===== config.mk =====
export PLATFORM = sky130hd
export DESIGN_NAME = rng_bus_front
export DESIGN_NICKNAME = d
export VERILOG_FILES = /design/src/rtl/rng_front_pkg.sv /design/src/rtl/rng_word_fifo.sv /design/src/rtl/rng_event_core.sv /design/src/rtl/rng_bus_front.sv
export SDC_FILE = /design/constraint.sdc
export NUM_CORES = 1
export LEC_CHECK = 0
export CAP_MARGIN = 10
export CORE_UTILIZATION = 30
export CTS_CLUSTER_SIZE = 30
export DETAILED_ROUTE_END_ITERATION = 10
export DONT_BUFFER_PORTS = 1
export PLACE_DENSITY = 0.5
export SYNTH_ARGS = -nofsm -noshare
export SYNTH_HDL_FRONTEND = slang
export SYNTH_SLANG_ARGS = --single-unit

===== constraint.sdc =====
create_clock -name clk -period 4.55 [get_ports clk]
set_input_delay 0.455 -clock clk [delete_from_list [all_inputs] [get_ports clk]]
set_output_delay 0.455 -clock clk [all_outputs]
set_load 0.01 [all_outputs]

===== src/rtl/rng_front_pkg.sv =====
package rng_front_pkg;

  localparam int REG_W   = 32;
  localparam int ADDR_W  = 5;
  localparam int FLT_W   = 4;
  localparam int EVT_W   = 3;

  localparam logic [ADDR_W-1:0] OFF_VER  = 5'h00;
  localparam logic [ADDR_W-1:0] OFF_CMD  = 5'h04;
  localparam logic [ADDR_W-1:0] OFF_CTRL = 5'h08;
  localparam logic [ADDR_W-1:0] OFF_STAT = 5'h0C;
  localparam logic [ADDR_W-1:0] OFF_ERR  = 5'h10;
  localparam logic [ADDR_W-1:0] OFF_DATA = 5'h14;

  typedef enum logic [1:0] {
    UF_ZERO_FLAG  = 2'b00,
    UF_ZERO_FLAG2 = 2'b01,
    UF_BUS_ERR    = 2'b10,
    UF_FORCE_IRQ  = 2'b11
  } uf_mode_e;

  typedef struct packed {
    logic     mask_err;
    logic     mask_done;
    logic     auto_reseed;
    uf_mode_e uf_mode;
  } ctrl_t;

endpackage


===== src/rtl/rng_word_fifo.sv =====
module rng_word_fifo #(
  parameter int W     = 32,
  parameter int DEPTH = 5
) (
  input  logic                         clk,
  input  logic                         rst,
  input  logic                         flush,
  input  logic                         push,
  input  logic [W-1:0]                 push_data,
  input  logic                         pop,
  output logic [W-1:0]                 head,
  output logic [$clog2(DEPTH+1)-1:0]   level,
  output logic                         empty
);

  localparam int PTR_W = (DEPTH > 1) ? $clog2(DEPTH) : 1;
  localparam int LVL_W = $clog2(DEPTH + 1);

  logic [W-1:0]     mem [DEPTH];
  logic [PTR_W-1:0] wr_ptr, rd_ptr;
  logic             full, do_push, do_pop;

  function automatic logic [PTR_W-1:0] ptr_next(input logic [PTR_W-1:0] p);
    return (p == PTR_W'(DEPTH - 1)) ? '0 : p + 1'b1;
  endfunction

  assign empty   = (level == '0);
  assign full    = (level == LVL_W'(DEPTH));
  assign do_push = push && !full;
  assign do_pop  = pop && !empty;
  assign head    = mem[rd_ptr];

  // storage without reset so it maps onto RAM
  always_ff @(posedge clk) begin
    if (do_push && !flush) mem[wr_ptr] <= push_data;
  end

  always_ff @(posedge clk) begin
    if (rst || flush) begin
      wr_ptr <= '0;
      rd_ptr <= '0;
      level  <= '0;
    end else begin
      if (do_push) wr_ptr <= ptr_next(wr_ptr);
      if (do_pop)  rd_ptr <= ptr_next(rd_ptr);
      level <= level + LVL_W'(do_push) - LVL_W'(do_pop);
    end
  end

  AST_FIFO_LEVEL_BOUND: assert property (@(posedge clk) disable iff (rst) level <= LVL_W'(DEPTH));
  AST_FIFO_FULL_HOLDS: assert property (@(posedge clk) disable iff (rst) full && !pop && !flush |=> full);
  AST_FIFO_FLUSH_EMPTIES: assert property (@(posedge clk) disable iff (rst) flush |=> empty);

endmodule


===== src/rtl/rng_event_core.sv =====
module rng_event_core #(
  parameter int FLT_W = 4,
  parameter int EVT_W = 3
) (
  input  logic             clk,
  input  logic             rst,
  input  logic             soft_rst,
  input  logic             clr_irq,
  input  logic             clr_err,
  input  logic             mask_done,
  input  logic             mask_err,
  input  logic [EVT_W-1:0] evt_in,
  input  logic [FLT_W-1:0] fault_in,
  input  logic             uf_flag,
  input  logic             uf_irq,
  output logic [FLT_W:0]   err_flags,
  output logic             st_done,
  output logic             seed_done,
  output logic             nseed_done,
  output logic             irq
);

  logic any_clear, done_hit, err_hit;

  assign any_clear = clr_irq || clr_err;
  assign done_hit  = (|evt_in) && !mask_done;
  assign err_hit   = ((|fault_in) || uf_flag) && !mask_err;

  always_ff @(posedge clk) begin
    if (rst || soft_rst) begin
      err_flags  <= '0;
      st_done    <= 1'b0;
      seed_done  <= 1'b0;
      nseed_done <= 1'b0;
      irq        <= 1'b0;
    end else begin
      st_done   <= st_done   | evt_in[0];
      seed_done <= seed_done | evt_in[1];
      if (clr_err) err_flags <= '0;
      else         err_flags <= err_flags | {uf_flag, fault_in};
      if (any_clear) nseed_done <= 1'b0;
      else           nseed_done <= nseed_done | evt_in[2];
      if (any_clear)                        irq <= 1'b0;
      else if (done_hit || err_hit || uf_irq) irq <= 1'b1;
    end
  end

  AST_IRQ_CLEAR_WINS: assert property (@(posedge clk) disable iff (rst) (any_clear || soft_rst) |=> !irq);
  AST_DONE_STICKY: assert property (@(posedge clk) disable iff (rst) st_done && !soft_rst |=> st_done);
  AST_MASKED_NO_IRQ: assert property (@(posedge clk) disable iff (rst) !irq && mask_done && mask_err && !uf_irq |=> !irq);
  AST_UF_FORCES_IRQ: assert property (@(posedge clk) disable iff (rst) uf_irq && !any_clear && !soft_rst |=> irq);
  AST_ERR_STICKY: assert property (@(posedge clk) disable iff (rst) (err_flags != '0) && !clr_err && !soft_rst |=> (err_flags != '0));

endmodule


===== src/rtl/rng_bus_front.sv =====
module rng_bus_front
  import rng_front_pkg::*;
#(
  parameter int         FIFO_DEPTH = 5,
  parameter logic [7:0] VER_MINOR  = 8'h01,
  parameter logic [7:0] VER_MAJOR  = 8'h02,
  parameter logic [3:0] GEN_TYPE   = 4'h1
) (
  input  logic              clk,
  input  logic              rst,
  input  logic              req_valid,
  input  logic              req_write,
  input  logic [4:0]        req_addr,
  input  logic [31:0]       req_wdata,
  output logic              rsp_valid,
  output logic [31:0]       rsp_rdata,
  output logic              rsp_err,
  input  logic              word_valid,
  input  logic [31:0]       word_data,
  input  logic [2:0]        done_evt,
  input  logic [3:0]        fault_in,
  input  logic              gen_busy,
  input  logic              gen_sleep,
  input  logic              gen_reseed,
  output logic              req_selftest,
  output logic              req_seed,
  output logic              cfg_autoreseed,
  output logic              irq
);

  localparam int LVL_W = $clog2(FIFO_DEPTH + 1);
  localparam logic [3:0] SIZE_FIELD = 4'(FIFO_DEPTH);

  ctrl_t              ctrl_q;
  logic               cmd_st_q, cmd_gs_q;
  logic               rd_en, wr_en, fifo_rd, cmd_wr;
  logic               soft_rst, clr_irq, clr_err;
  logic               uf_flag, uf_irq, uf_buserr;
  logic [REG_W-1:0]   fifo_head, rd_word;
  logic [LVL_W-1:0]   fifo_level;
  logic               fifo_empty;
  logic [FLT_W:0]     err_flags;
  logic               st_done, seed_done, nseed_done;
  logic               unused_wbits;

  assign unused_wbits = ^{req_wdata[31:7], req_wdata[3:2]};

  // request decode
  assign rd_en   = req_valid && !req_write;
  assign wr_en   = req_valid && req_write;
  assign fifo_rd = rd_en && (req_addr == OFF_DATA);
  assign cmd_wr  = wr_en && (req_addr == OFF_CMD);
  assign soft_rst = cmd_wr && req_wdata[6];
  assign clr_err  = cmd_wr && req_wdata[5];
  assign clr_irq  = cmd_wr && req_wdata[4];

  // underflow policy
  always_comb begin
    uf_flag   = 1'b0;
    uf_irq    = 1'b0;
    uf_buserr = 1'b0;
    if (fifo_rd && fifo_empty) begin
      unique case (ctrl_q.uf_mode)
        UF_BUS_ERR:   uf_buserr = 1'b1;
        UF_FORCE_IRQ: uf_irq    = 1'b1;
        default:      uf_flag   = 1'b1;
      endcase
    end
  end

  rng_word_fifo #(.W(REG_W), .DEPTH(FIFO_DEPTH)) u_fifo (
    .clk       (clk),
    .rst       (rst),
    .flush     (soft_rst),
    .push      (word_valid),
    .push_data (word_data),
    .pop       (fifo_rd),
    .head      (fifo_head),
    .level     (fifo_level),
    .empty     (fifo_empty)
  );

  rng_event_core #(.FLT_W(FLT_W), .EVT_W(EVT_W)) u_events (
    .clk        (clk),
    .rst        (rst),
    .soft_rst   (soft_rst),
    .clr_irq    (clr_irq),
    .clr_err    (clr_err),
    .mask_done  (ctrl_q.mask_done),
    .mask_err   (ctrl_q.mask_err),
    .evt_in     (done_evt),
    .fault_in   (fault_in),
    .uf_flag    (uf_flag),
    .uf_irq     (uf_irq),
    .err_flags  (err_flags),
    .st_done    (st_done),
    .seed_done  (seed_done),
    .nseed_done (nseed_done),
    .irq        (irq)
  );

  // command and control registers
  always_ff @(posedge clk) begin
    if (rst) begin
      cmd_st_q <= 1'b0;
      cmd_gs_q <= 1'b0;
      ctrl_q   <= '0;
    end else begin
      if (soft_rst) begin
        cmd_st_q <= 1'b0;
        cmd_gs_q <= 1'b0;
      end else if (cmd_wr) begin
        cmd_st_q <= req_wdata[0];
        cmd_gs_q <= req_wdata[1];
      end
      if (wr_en && (req_addr == OFF_CTRL)) begin
        ctrl_q.mask_err    <= req_wdata[6];
        ctrl_q.mask_done   <= req_wdata[5];
        ctrl_q.auto_reseed <= req_wdata[4];
        ctrl_q.uf_mode     <= uf_mode_e'(req_wdata[1:0]);
      end
    end
  end

  // read mux
  always_comb begin
    rd_word = '0;
    unique case (req_addr)
      OFF_VER:  rd_word = {GEN_TYPE, 12'h000, VER_MAJOR, VER_MINOR};
      OFF_CMD:  rd_word = {30'b0, cmd_gs_q, cmd_st_q};
      OFF_CTRL: rd_word = {25'b0, ctrl_q.mask_err, ctrl_q.mask_done,
                           ctrl_q.auto_reseed, 2'b00, ctrl_q.uf_mode};
      OFF_STAT: rd_word = {15'b0, |err_flags, SIZE_FIELD, 4'(fifo_level), 1'b0,
                           nseed_done, seed_done, st_done, gen_reseed,
                           gen_sleep, gen_busy, 1'b0};
      OFF_ERR:  rd_word = {{(REG_W-FLT_W-1){1'b0}}, err_flags};
      OFF_DATA: rd_word = fifo_empty ? '0 : fifo_head;
      default:  rd_word = '0;
    endcase
  end

  // registered response
  always_ff @(posedge clk) begin
    if (rst) begin
      rsp_valid <= 1'b0;
      rsp_rdata <= '0;
      rsp_err   <= 1'b0;
    end else begin
      rsp_valid <= req_valid;
      rsp_rdata <= (rd_en && !uf_buserr) ? rd_word : '0;
      rsp_err   <= uf_buserr;
    end
  end

  assign req_selftest   = cmd_st_q;
  assign req_seed       = cmd_gs_q;
  assign cfg_autoreseed = ctrl_q.auto_reseed;

  AST_RSP_ONE_CYCLE: assert property (@(posedge clk) disable iff (rst) req_valid |=> rsp_valid);
  AST_RSP_ONLY_ON_REQ: assert property (@(posedge clk) disable iff (rst) !req_valid |=> !rsp_valid);
  AST_BUSERR_ZERO_DATA: assert property (@(posedge clk) disable iff (rst) rsp_err |-> (rsp_rdata == '0) && rsp_valid);
  AST_CTRL_KEPT_ON_SRST: assert property (@(posedge clk) disable iff (rst) soft_rst |=> $stable(ctrl_q));

endmodule


---- Word level (Yosys, flattened, before mapping) ----
Memory sizes are Yosys's and may differ from the RTL's. A register that Yosys moved wholly into a read port is not among the register bits.
Index checks and enable logic that the tools add are counted.
word-level totals
  flip-flop bits (word level) ............. 59
  memory bits (writable) .................. 160
  input port bits ......................... 84
  output and inout bits ................... 38
  logic and storage cells ................. 88
  memories kept ........................... 1
memory list
  memory      depth  bits a word  rd ports  clocked after Yosys merged registers in  write ports  line                 RTL
  u_fifo.mem  5      32           1         1                                        1            rng_word_fifo.sv:19  logic [W-1:0] mem [DEPTH];
operators by class
  add/subtract/negate cells ............... 4
  equal/unequal tests ..................... 10
  multiplexer cells ....................... 14
  bitwise gates (word level) .............. 5
  reduce and logical (&&, ||, !) cells .... 37
operators with widths
  kind                   number
  $pmux W32 S6           1
  $mux W32               1
  $logic_and A1 B1 Y1    15
  $mux W3                4
  $eq A5 B4 Y1 const B   2
  $eq A5 B5 Y1 const B   2
  $reduce_or A2 Y1       5
  $eq A3 B3 Y1 const B   3
  $mux W1                8
  $logic_not A1 Y1       7
  $add A3 B1 Y3 const B  2
  $eq A5 B3 Y1 const B   1
  $logic_not A5 Y1       1
  $logic_or A1 B1 Y1     5
  $or A5 B5 Y5           1
  $reduce_or A5 Y1       1
  $eq A2 B2 Y1 const B   2
  $reduce_or A4 Y1       1
  $add A3 B1 Y3          1
  $logic_not A3 Y1       1
  $or A1 B1 Y1           3
  $reduce_or A3 Y1       1
  $sub A3 B1 Y3          1
  $not A1 Y1             1

---- Depth between registers and ports, before layout ----
Gate-level depths: netlist of the first run.
  depth in word-level cells ............... 9
  gate-level depth with buffers ........... 11
  gate-level depth less buffers ........... 11

---- Modules after synthesis ----
Synthesis of the first run repeated with hierarchy kept, for this count alone.
unflattened totals
  cells, all modules ...................... 492
  area total of the unflattened synthesis .. 8445.6 um^2
modules (own cells, without submodules)
  module          instances  cells each  area each (um^2)  sequential area each (um^2)
  rng_word_fifo   1          304         6558.8            5044.8
  rng_bus_front   1          161         1594.0            820.8
  rng_event_core  1          27          292.8             180.2

---- Least setup slack after synthesis of the first run ----
No wires, ideal clock.
  kind .................................... input-to-reg
  start ................................... input req_addr[2]
  end ..................................... memory u_fifo.mem[2][0] (enable)
  library setup time ...................... 0.461 ns
  arrival time ............................ 3.393 ns
  data required time ...................... 4.089 ns
  setup slack ............................. 0.696 ns
  cell stages on the path ................. 5
  buffers on the path ..................... 1
  path through ............................ buf_2 nand2b_1 nor3_4 a211o_1 nor3_1
between the ends
  cells in the longest elaborated chain, start to end .. 7
RTL lines
  what                           line                 RTL
  start: declaration             rng_bus_front.sv:13  input logic [4:0] req_addr,
  $eq A5 B3 Y1                   rng_bus_front.sv:52  assign cmd_wr = wr_en && (req_addr == OFF_CMD);
  $logic_and A1 B1 Y1            rng_bus_front.sv:52
  $logic_and A1 B1 Y1            rng_bus_front.sv:53  assign soft_rst = cmd_wr && req_wdata[6];
  $logic_not A1 Y1               rng_word_fifo.sv:35  if (do_push && !flush) mem[wr_ptr] <= push_data;
  $logic_and A1 B1 Y1            rng_word_fifo.sv:35
  $mux W1                        rng_word_fifo.sv:35
  $mux W1 (not written as such)  rng_word_fifo.sv:35
  end: declaration               rng_word_fifo.sv:19
No other way between the ends.

---- Final worst setup path of the first run ----
  start ................................... register u_fifo.level[1]
  end ..................................... register u_fifo.level[2]
between the ends
  elaborated cells between the ends (all ways) .. 8
  those cells by class .................... add/sub: 2; eq/ne: 1; reduce/logical: 5
RTL lines
  what                      line                 RTL
  start: declaration        rng_word_fifo.sv:12  output logic [$clog2(DEPTH+1)-1:0] level,
  start signal: assignment  rng_word_fifo.sv:46  level <= level + LVL_W'(do_push) - LVL_W'(do_pop);
  $logic_not A3 Y1          rng_word_fifo.sv:27  assign empty = (level == '0);
  $logic_not A1 Y1          rng_word_fifo.sv:30  assign do_pop = pop && !empty;
  $logic_and A1 B1 Y1       rng_word_fifo.sv:30
  via u_fifo.do_pop         rng_word_fifo.sv:21  logic full, do_push, do_pop;
  $sub A3 B1 Y3             rng_word_fifo.sv:46
The timed path passes the listed nets, and every way through them passes these cells.
A chain may end at the register's enable or synchronous reset.

==> results.cfg, run 1 <==
[final_layout]
antenna_cells = 0
drive_above_1_share = 0.188
fillers = 2558
syn_to_final_growth_pct = 17.1
final_nets = 601

[power_and_ir_drop]
swShare = 0.199
power_frac_comb = 0.037
p_int_w = 0.00366
ir_drop_uv = 284
powerDensity_mw_per_mm2 = 469
p_clk_frac = 0.466
switching_power_w = 0.000911
seq_power_share = 0.497
power_leakage_nw = 3.07

[timing]
period_needed_ps = 2470
relSlewSlack = 0.368
drv_slew = 0
whs_ps = 20.2
worstMarginPinSlew_ps = 949
fin_setup_tns_ps = 0
finalHoldViolCount = 0
setup-violations-final = 0
finalCritPeriodShare = 0.543
fin_skew_ps = 9.78
fmax_mhz = 405
rsz0062_at_grt = false

[critical_path]
slowest_stage = or3_1
crit_chain = or3_1 -> nand4_1 -> inv_1 -> ha_1 -> inv_1 -> ha_1 -> inv_1 -> fa_1 -> xor2_1 -> xnor2_1 -> nor2_1
critical_path_class = register to register
crit_required_ps = 4940
cpPeakStageDelay_ps = 420
crit_top_cell = inv_1
start_kind = register
crit_path_end_kind = register
arrival_ps = 2860
worstPathMaxFanout = 6

[job]
max-cap-violations = 0

[clock_tree]
cts-buffers-inserted = 24
cts_setup_buffers = 0
hold_buffers = 8
ctsLongestPathBuffers = 3
htree_levels = 1
cts_tree = yes
root_buffer = clkbuf_16
clk_pin_slew_ps = 60
clk-insertion-delay-late_ps = 530
cts.repair.resized = 0
cts.sinks = 222

[place]
portBuffers = 0
dp_hpwl_um = 10500
gp_congestion = 0.841

[detailed_routing]
via_per_inst = 4.68
drt_iter0_markers = 219
wirelength_um = 17500
postRouteAntennaNets = 0
wl_per_cell_um = 19.4
vias = 4210
first_pass_iters = 4
drc = 0

[synth]
async_flop_share = 0
synthTopCellsByArea = edfxtp_1, dfxtp_1, mux4_2, mux2i_1, nor2_1
syn_area_mm2 = 0.00831
ys_seq_area_frac = 0.727
synth.net_count = 579
synth_ff_type = edfxtp_1
ys_ff_latch = 222
synth.most_common_cell = edfxtp_1
ys_top_cells_by_count = edfxtp_1, dfxtp_1, nor2_1
netlist_instances = 488
ys_warn_count = 0
synth_edf_count = 160
synth.distinct_cells = 48
yosysTopAreaCell = edfxtp_1
synth_area_per_cell_um2 = 17.0
synth_top_cell_area_share = 0.578

[run_status]
status = completed

[grt]
grt_most_used_layer = met2
grt_pass1_vias = 4411
antenna_found_initial = 0
grt_start_max_net_pins = 33
grt_pass1_wl_um = 26300
grt_use_met2 = 0.211
use_met1 = 0.154
grt-ovfl-total = 0
grt.total_usage = 0.124
grt_util_met3 = 0.0355

[die]
dieArea_mm2 = 0.0284
ios = 122
rows = 60
core_area_mm2 = 0.0271
start_util = 0.307
die_h_um = 168
die_w_um = 168

[min_path]
worst_hold_path_type = primary input to register
==> layer usage <==
metal	vias up	share of wire
li1	1932	-
met1	2113	0.43
met2	142	0.48
met3	23	0.070
met4	0	0.021
met5	-	0
==> worst max-delay path, delay by kind of cell, from the launching register on <==
kind,cells,cell delay [ps]
buf+inv,3,180
xor+xnor,2,300
simple gates,3,690
fa+ha+maj,3,790
flops,1,370
==> metrics by stage <==
| stage | total power [W] | instance area [um2] | setup slack [ps] | utilization | std cells |
|---|---|---|---|---|---|
| 2_1_floorplan | 0.00243 | 8310 | 696 | - | 488 |
| 3_5_place_dp | 0.00248 | 8770 | 1900 | 0.324 | 848 |
| 5_1_grt | 0.00471 | 9730 | 1920 | 0.359 | 900 |
| 6_report | 0.00457 | 9730 | 2080 | 0.359 | 900 |
| 3_3_place_gp | 0.00247 | 8770 | 1930 | 0.324 | 848 |
| 4_1_cts | 0.00462 | 9730 | 2040 | 0.359 | 900 |
==> registers in the layout (all words and copies together), names as in the netlist, 3 cells and up, named ones only <==
register            count
u_fifo.mem            160
rsp_rdata              32
u_events.err_flags      5
ctrl_q                  4
u_fifo.level            3
u_fifo.rd_ptr           3
u_fifo.wr_ptr           3
==> logic make-up after synthesis <==
group                      share of synthesized area
buffers and inverters                         0.0166
adders and majority gates                     0.0114
and+or+nand+nor                               0.0679
muxes                                          0.136
xor gates and xnor gates                     0.00211
DFF                                            0.727
AOI/OAI and AO/OA                             0.0390
==> layout by cell type (no fill, tap or decap), types with 10 or more instances in the layout <==
cell type  instances
edfxtp_1         160
dfxtp_1           59
nor2_1            40
mux2i_1           33
mux4_2            32
clkbuf_16         24
nor2b_1           14
nand2_1           12
a21oi_1           11
inv_1             10
==> layout make-up <==
| cell class | instances | area [um2] | area share |
|---|---|---|---|
| repair buffers | 15 | 133 | 0.0136 |
| clock inverters | 14 | 254 | 0.0261 |
| inverters | 10 | 37.5 | 0.00386 |
| multi-input cells | 237 | 2160 | 0.222 |
| clock buffers | 30 | 633 | 0.0650 |
| well taps | 372 | 465 | 0.0478 |
| flip-flops and latches | 222 | 6050 | 0.621 |
==> power by group through the flow <==
stage | registers [W] | clock network [W] | logic (W)
3_3_place_gp | 0.00231 | 0 | 0.000162
3_5_place_dp | 0.00231 | 0 | 0.000166
2_1_floorplan | 0.00231 | 0 | 0.000125
6_report | 0.00227 | 0.00213 | 0.000168
4_1_cts | 0.00227 | 0.00218 | 0.000175
5_1_grt | 0.00227 | 0.00225 | 0.000187
==> worst paths after layout <==
path,start,end,slack [ps],cells after the start
hold reg to reg,u_events.st_done$_SDFF_PP0_,u_events.st_done$_SDFF_PP0_,470,2
setup / recovery,u_fifo.level[1]$_SDFF_PP0_,u_fifo.level[2]$_SDFF_PP0_,2080,11
setup reg to reg,u_fifo.level[1]$_SDFF_PP0_,u_fifo.level[2]$_SDFF_PP0_,2080,11
hold / removal,word_data[29],u_fifo.mem[1][29]$_DFFE_PP_,20,0
Note: power is estimated with default switching activity, not from simulation.
==> run 2, diff against run 1 <==
--- a/config.mk
+++ b/config.mk
@@ -10,7 +10,7 @@
 export CTS_CLUSTER_SIZE = 30
 export DETAILED_ROUTE_END_ITERATION = 10
 export DONT_BUFFER_PORTS = 1
-export PLACE_DENSITY = 0.5
+export PLACE_DENSITY = 0.51
 export SYNTH_ARGS = -nofsm -noshare
 export SYNTH_HDL_FRONTEND = slang
 export SYNTH_SLANG_ARGS = --single-unit
==> constraint.sdc (replaced) <==
create_clock -name clk -period 2.2 [get_ports clk]
set_input_delay 0.22 -clock clk [delete_from_list [all_inputs] [get_ports clk]]
set_output_delay 0.22 -clock clk [all_outputs]
set_load 0.01 [all_outputs]
==> run 2 against run 1 <==
  * The run now ends with setup timing left
  * Wire length increased by 7.7%
  * First-iteration DRC count grew 30%
  * Sequential share of layout area fell by 4.4 points
  * Fmax is 11% higher
  * Die area stayed put
  * Cell count rose by 8.2%
  * Via count rose by 7.6%
  * Power up 100%
  * Clock skew fell by 0.63 ps
  * Sequential cell count stayed put
  * Cell area is 7.8% higher
==> results.cfg, run 2 (same netlist as run 1, synthesis figures left out) <==
[detailed_routing]
wl_per_cell_um = 19.4
first_pass_iters = 4
drt_iter0_markers = 284
wirelength_um = 18900
vias = 4530
postRouteAntennaNets = 0
via_per_inst = 4.65
drc = 0

[critical_path]
reg2reg_setup_slack_ps = -20
crit_path_end_kind = register
path_buf_inv = 3
worstPathMaxFanout = 2
crit_required_ps = 2590
start_kind = register
crit_chain = or3_4 -> nand4_1 -> inv_1 -> ha_1 -> inv_1 -> ha_2 -> inv_2 -> fa_2 -> xor2_1 -> xnor2_1 -> nor2_1
r2r-start = u_fifo.level[1]$_SDFF_PP0_
cpPeakStageDelay_ps = 380
slowest_stage = or3_4
crit_start = u_fifo.level[1]$_SDFF_PP0_
arrival_ps = 2610
critPathTopFamily = adder cells
crit_top_cell = inv_1
critical_path_class = register to register

[power_and_ir_drop]
power_leakage_nw = 3.44
ir_drop_uv = 521
powerDensity_mw_per_mm2 = 890
power.total_w = 0.00934

[grt]
grt_pass1_wl_um = 29000
grt_pass1_vias = 4899
grt_use_met2 = 0.224
grt-ovfl-total = 0
antenna_found_initial = 1
grt_util_met3 = 0.0332
grt_most_used_layer = met2
grt_start_max_net_pins = 29
grt.total_usage = 0.135
use_met1 = 0.177

[die]
rows = 60
die_w_um = 168
start_util = 0.307
core_area_mm2 = 0.0271
die_h_um = 168
ios = 122
dieArea_mm2 = 0.0284

[run_status]
failed_checks = setup timing
status = complete, but fails checks

[clock_tree]
root_buffer = clkbuf_16
clk-insertion-delay-late_ps = 520
cts_tree = yes
clk_pin_slew_ps = 60
cts.sinks = 222
cts-buffers-inserted = 23
ctsLongestPathBuffers = 3
htree_levels = 1

[timing]
drv_slew = 0
finalCritPeriodShare = 1.01
period_needed_ps = 2220
fmax_mhz = 450
setup-violations-final = 1
finalWorstSetupSlack_ps = -21.1
finalHoldViolCount = 0
fin_skew_ps = 9.15
worstMarginPinSlew_ps = 636
rsz0062_at_grt = true
relSlewSlack = 0.576

[final_layout]
top_register = u_fifo.mem
drive_above_1_share = 0.203
final_cell_mix = edfxtp_1, dlygate4sd3_1, dfxtp_1
final_core_util = 0.387
largest_reg_flops = 160
reg.largest.list = u_fifo.mem x160, rsp_rdata x32, u_events.err_flags x5
syn_to_final_growth_pct = 26.2
final_nets = 676
postLayoutCellArea_mm2 = 0.0105
final_common_cell = edfxtp_1

[place]
gp_congestion = 0.819
dp_hpwl_um = 11700
portBuffers = 0
dpl_cell_area_mm2 = 0.00906

[job]
max-cap-violations = 0

[min_path]
worst_hold_path_type = primary input to register
hp-start = word_valid
run 2: cell count changes in the layout (fill, tap and decap cells not counted), moves of 2 or more:
cell | previous run | this run
buf_12 | 0 | 7
dfxtp_1 | 59 | 57
nor3_2 | 4 | 0
buf_4 | 7 | 23
clkinv_4 | 2 | 0
dlygate4sd3_1 | 8 | 61
nor3_4 | 2 | 6
clkinv_1 | 1 | 4
clkinvlp_2 | 2 | 0
run 2: tightest hold or removal path, stage by stage:
cell and delay [ps]:
o21ai_1 120, nand2_1 100, a21oi_1 60
run 2: power by group:
| part | internal [W] | leakage, nW | switching, W | total (W) |
|---|---|---|---|---|
| Combinational | 0.000264 | 1.08 | 0.000269 | 0.000534 |
| Clock | 0.00255 | 0.388 | 0.00156 | 0.00412 |
| Sequential | 0.00464 | 1.97 | 0.0000484 | 0.00469 |
run 2: final cells by class:
type                    instances  area [um2]
fillers                      2489       16600
multi-input cells             237        2200
repair buffers                 91         923
inverters                      10        37.5
well taps                     372         465
clock buffers                  30         612
diodes                          1        2.50
flip-flops and latches        222        6050
clock inverters                11         190
run 2: final timing paths:
check / end / depth (start not counted)
worst max-delay path: u_fifo.level[2]$_SDFF_PP0_ / 11
worst min-delay path: u_fifo.wr_ptr[1]$_SDFFE_PP0P_ / 3
worst max register to register: u_fifo.level[2]$_SDFF_PP0_ / 11
worst min register to register: u_events.seed_done$_SDFF_PP0_ / 2
run 2: per-stage QoR:
step	setup slack (ps)	cells	hold slack (ps)	setup TNS, ps
finish	-21.1	974	33.7	-21.1
global route	-123	974	31.5	-123
CTS	-22.0	972	9.84	-22.0
detailed placement	-17.3	870	295	-17.3
global placement	35.8	870	295	0
floorplan	-410	488	319	-39390
run 2: per-layer routing:
metal / wire length (um) / share of wire / up-vias
li1: - / - / 2080
met1: 8350 / 0.44 / 2270
met2: 8910 / 0.47 / 150
met3: 1260 / 0.067 / 30
met4: 335 / 0.018 / 0
met5: 0 / 0 / -
run 2: timing repair:
item / CTS / global route
pin swaps: 2 / 3
gates cloned: 0 / 0
hold buffers: 61 / 0
endpoints found under the hold margin: 185 / 0
gates resized for setup: 0 / 2
setup buffers: 0 / 1
setup endpoints to repair: 1 / 1
==> run 3, diff against run 2 <==
--- a/config.mk
+++ b/config.mk
@@ -7,9 +7,11 @@
 export LEC_CHECK = 0
 export CAP_MARGIN = 10
 export CORE_UTILIZATION = 30
+export CTS_CLUSTER_DIAMETER = 120
 export CTS_CLUSTER_SIZE = 30
 export DETAILED_ROUTE_END_ITERATION = 10
 export DONT_BUFFER_PORTS = 1
+export HOLD_SLACK_MARGIN = 0.08
 export PLACE_DENSITY = 0.51
 export SYNTH_ARGS = -nofsm -noshare
 export SYNTH_HDL_FRONTEND = slang
==> constraint.sdc (replaced) <==
create_clock -name clk -period 2.2 [get_ports clk]
set_input_delay 0.22 -clock clk [delete_from_list [all_inputs] [get_ports clk]]
set_output_delay 0.22 -clock clk [all_outputs]
set_load 0.05 [all_outputs]
==> run 3 against run 2 <==
  * The flow still finishes with violations (setup timing)
  * Clock skew is 23 ps higher
  * First-iteration DRC count rose by 4.6%
  * Power shrank 20%
  * Largest power group unchanged
==> results.cfg, run 3 (same netlist as run 1, synthesis figures left out) <==
[critical_path]
crit_path_end_kind = register
r2r-start = u_fifo.level[1]$_SDFF_PP0_
start_kind = register
rr_endpoint = u_fifo.level[2]$_SDFF_PP0_
ff2ff_path_depth = 11
arrival_ps = 2590
critical_path_class = register to register
worstPathMaxFanout = 2
crit_start = u_fifo.level[1]$_SDFF_PP0_
crit_required_ps = 2560
endpoint = u_fifo.level[2]$_SDFF_PP0_
reg2reg_setup_slack_ps = -30

[place]
dpl_cell_area_mm2 = 0.00906
dp_hpwl_um = 11700
gp_congestion = 0.819
pre_cts_ws_ps = -17.3
portBuffers = 0

[detailed_routing]
wirelength_um = 18600
drc = 0
postRouteAntennaNets = 0
wl_per_cell_um = 19.5
vias = 4512
first_pass_iters = 4
via_per_inst = 4.73
drt_iter0_markers = 297

[die]
rows = 60
start_util = 0.307
dieArea_mm2 = 0.0284
die_h_um = 168
die_w_um = 168
core_area_mm2 = 0.0271
ios = 122

[final_layout]
syn_to_final_growth_pct = 20.7
final_cell_mix = edfxtp_1, dlygate4sd3_1, dfxtp_1
largest_reg_flops = 160
postLayoutCellArea_mm2 = 0.0100
final_nets = 667
top_register = u_fifo.mem
fillers = 2514
reg.largest.list = u_fifo.mem x160, rsp_rdata x32, u_events.err_flags x5
drive_above_1_share = 0.178
final_common_cell = edfxtp_1

[grt]
grt.total_usage = 0.131
grt-ovfl-total = 0
grt_pass1_vias = 4808
grt_pass1_wl_um = 28400
antenna_found_initial = 2
grt_start_max_net_pins = 32

[timing]
fin_skew_ps = 32.5
whs_ps = 93.9
period_needed_ps = 2230
worstMarginPinSlew_ps = 649
setup-violations-final = 1
rsz0062_at_grt = true
fin_setup_tns_ps = -29.3
finalWorstSetupSlack_ps = -29.3
fmax_mhz = 449
finalHoldViolCount = 0
relSlewSlack = 0.567
finalCritPeriodShare = 1.01
drv_slew = 0

[job]
max-cap-violations = 0

[clock_tree]
cts-buffers-inserted = 11
ctsLongestPathBuffers = 3
htree_levels = 1
clk_pin_slew_ps = 120
root_buffer = clkbuf_16
cts.sinks = 222
cts_tree = yes
clk-insertion-delay-late_ps = 480

[run_status]
status = complete, but fails checks
failed_checks = setup timing

[min_path]
worst_hold_path_type = primary input to register

[power_and_ir_drop]
ir_drop_uv = 533
power_leakage_nw = 3.21
power.total_w = 0.00744
powerDensity_mw_per_mm2 = 742
## run 3: cell count changes in the layout (fill, tap and decap cells not counted), sizes merged
cell / before / now
bufinv: 5 / 0
clkbuf: 30 / 16
clkinv: 5 / 0
diode: 1 / 2
dlygate4sd3: 61 / 64
## run 3: power breakdown
| group | leakage [nW] | switching [W] | total (W) | internal, W |
|---|---|---|---|---|
| Sequential | 1.97 | 0.0000586 | 0.00469 | 0.00463 |
| Clock | 0.151 | 0.00125 | 0.00222 | 0.000968 |
| Combinational | 1.09 | 0.000270 | 0.000537 | 0.000267 |
## run 3: layout make-up
cell class                 instances  area, um2  area share
sequential                       222       6050       0.603
tap                              372        465      0.0464
inverter                          10       37.5     0.00374
clock inverter                     1       20.0     0.00200
clock buffer                      16        294      0.0293
timing repair buffer              94        953      0.0950
antenna                            2       5.00    0.000499
multi-input combinational        237       2200       0.220
## run 3: critical path: stages, from the launching register on
cell and delay [ps]:
dfxtp_4 360, or3_4 380, nand4_1 100, inv_1 60, ha_1 280, inv_1 60, ha_2 160, inv_2 40
fa_2 320, xor2_1 170, xnor2_1 130, nor2_1 60
## run 3: what timing repair did
item                                   in CTS  in global routing
endpoints found under the hold margin     191                  0
buffers inserted                            0                  1
setup endpoints to repair                   1                  1
hold buffers                               64                  0
pin swaps                                   2                  3
resized for setup                           0                  2
## run 3: how the worst min path moves through the flow
stage | endpoint | depth (start not counted) | start | slack [ps]
3_5_place_dp | rsp_valid$_SDFF_PP0_ | 1 | rst | 290
2_1_floorplan | u_fifo.mem[0][0]$_DFFE_PP_ | 0 | word_data[0] | 320
6_report | u_events.irq$_SDFFE_PP0P_ | 3 | fault_in[1] | 90
3_3_place_gp | rsp_valid$_SDFF_PP0_ | 1 | rst | 290
5_1_grt | rsp_rdata[10]$_SDFF_PP0_ | 3 | rst | 90
4_1_cts | rsp_rdata[0]$_SDFF_PP0_ | 3 | req_addr[3] | 80
## run 3: per-layer routing
layer,track usage,part of all wire
met1,0.173,0.45
met5,0,0
met4,0.0269,0.015
met3,0.0269,0.052
met2,0.224,0.49
## run 3: metrics by stage
stage | utilization | std cells
detailed placement | 0.334 | 870
floorplan | - | 488
global route | 0.370 | 954
CTS | 0.370 | 951
global placement | 0.334 | 870
finish | 0.370 | 954
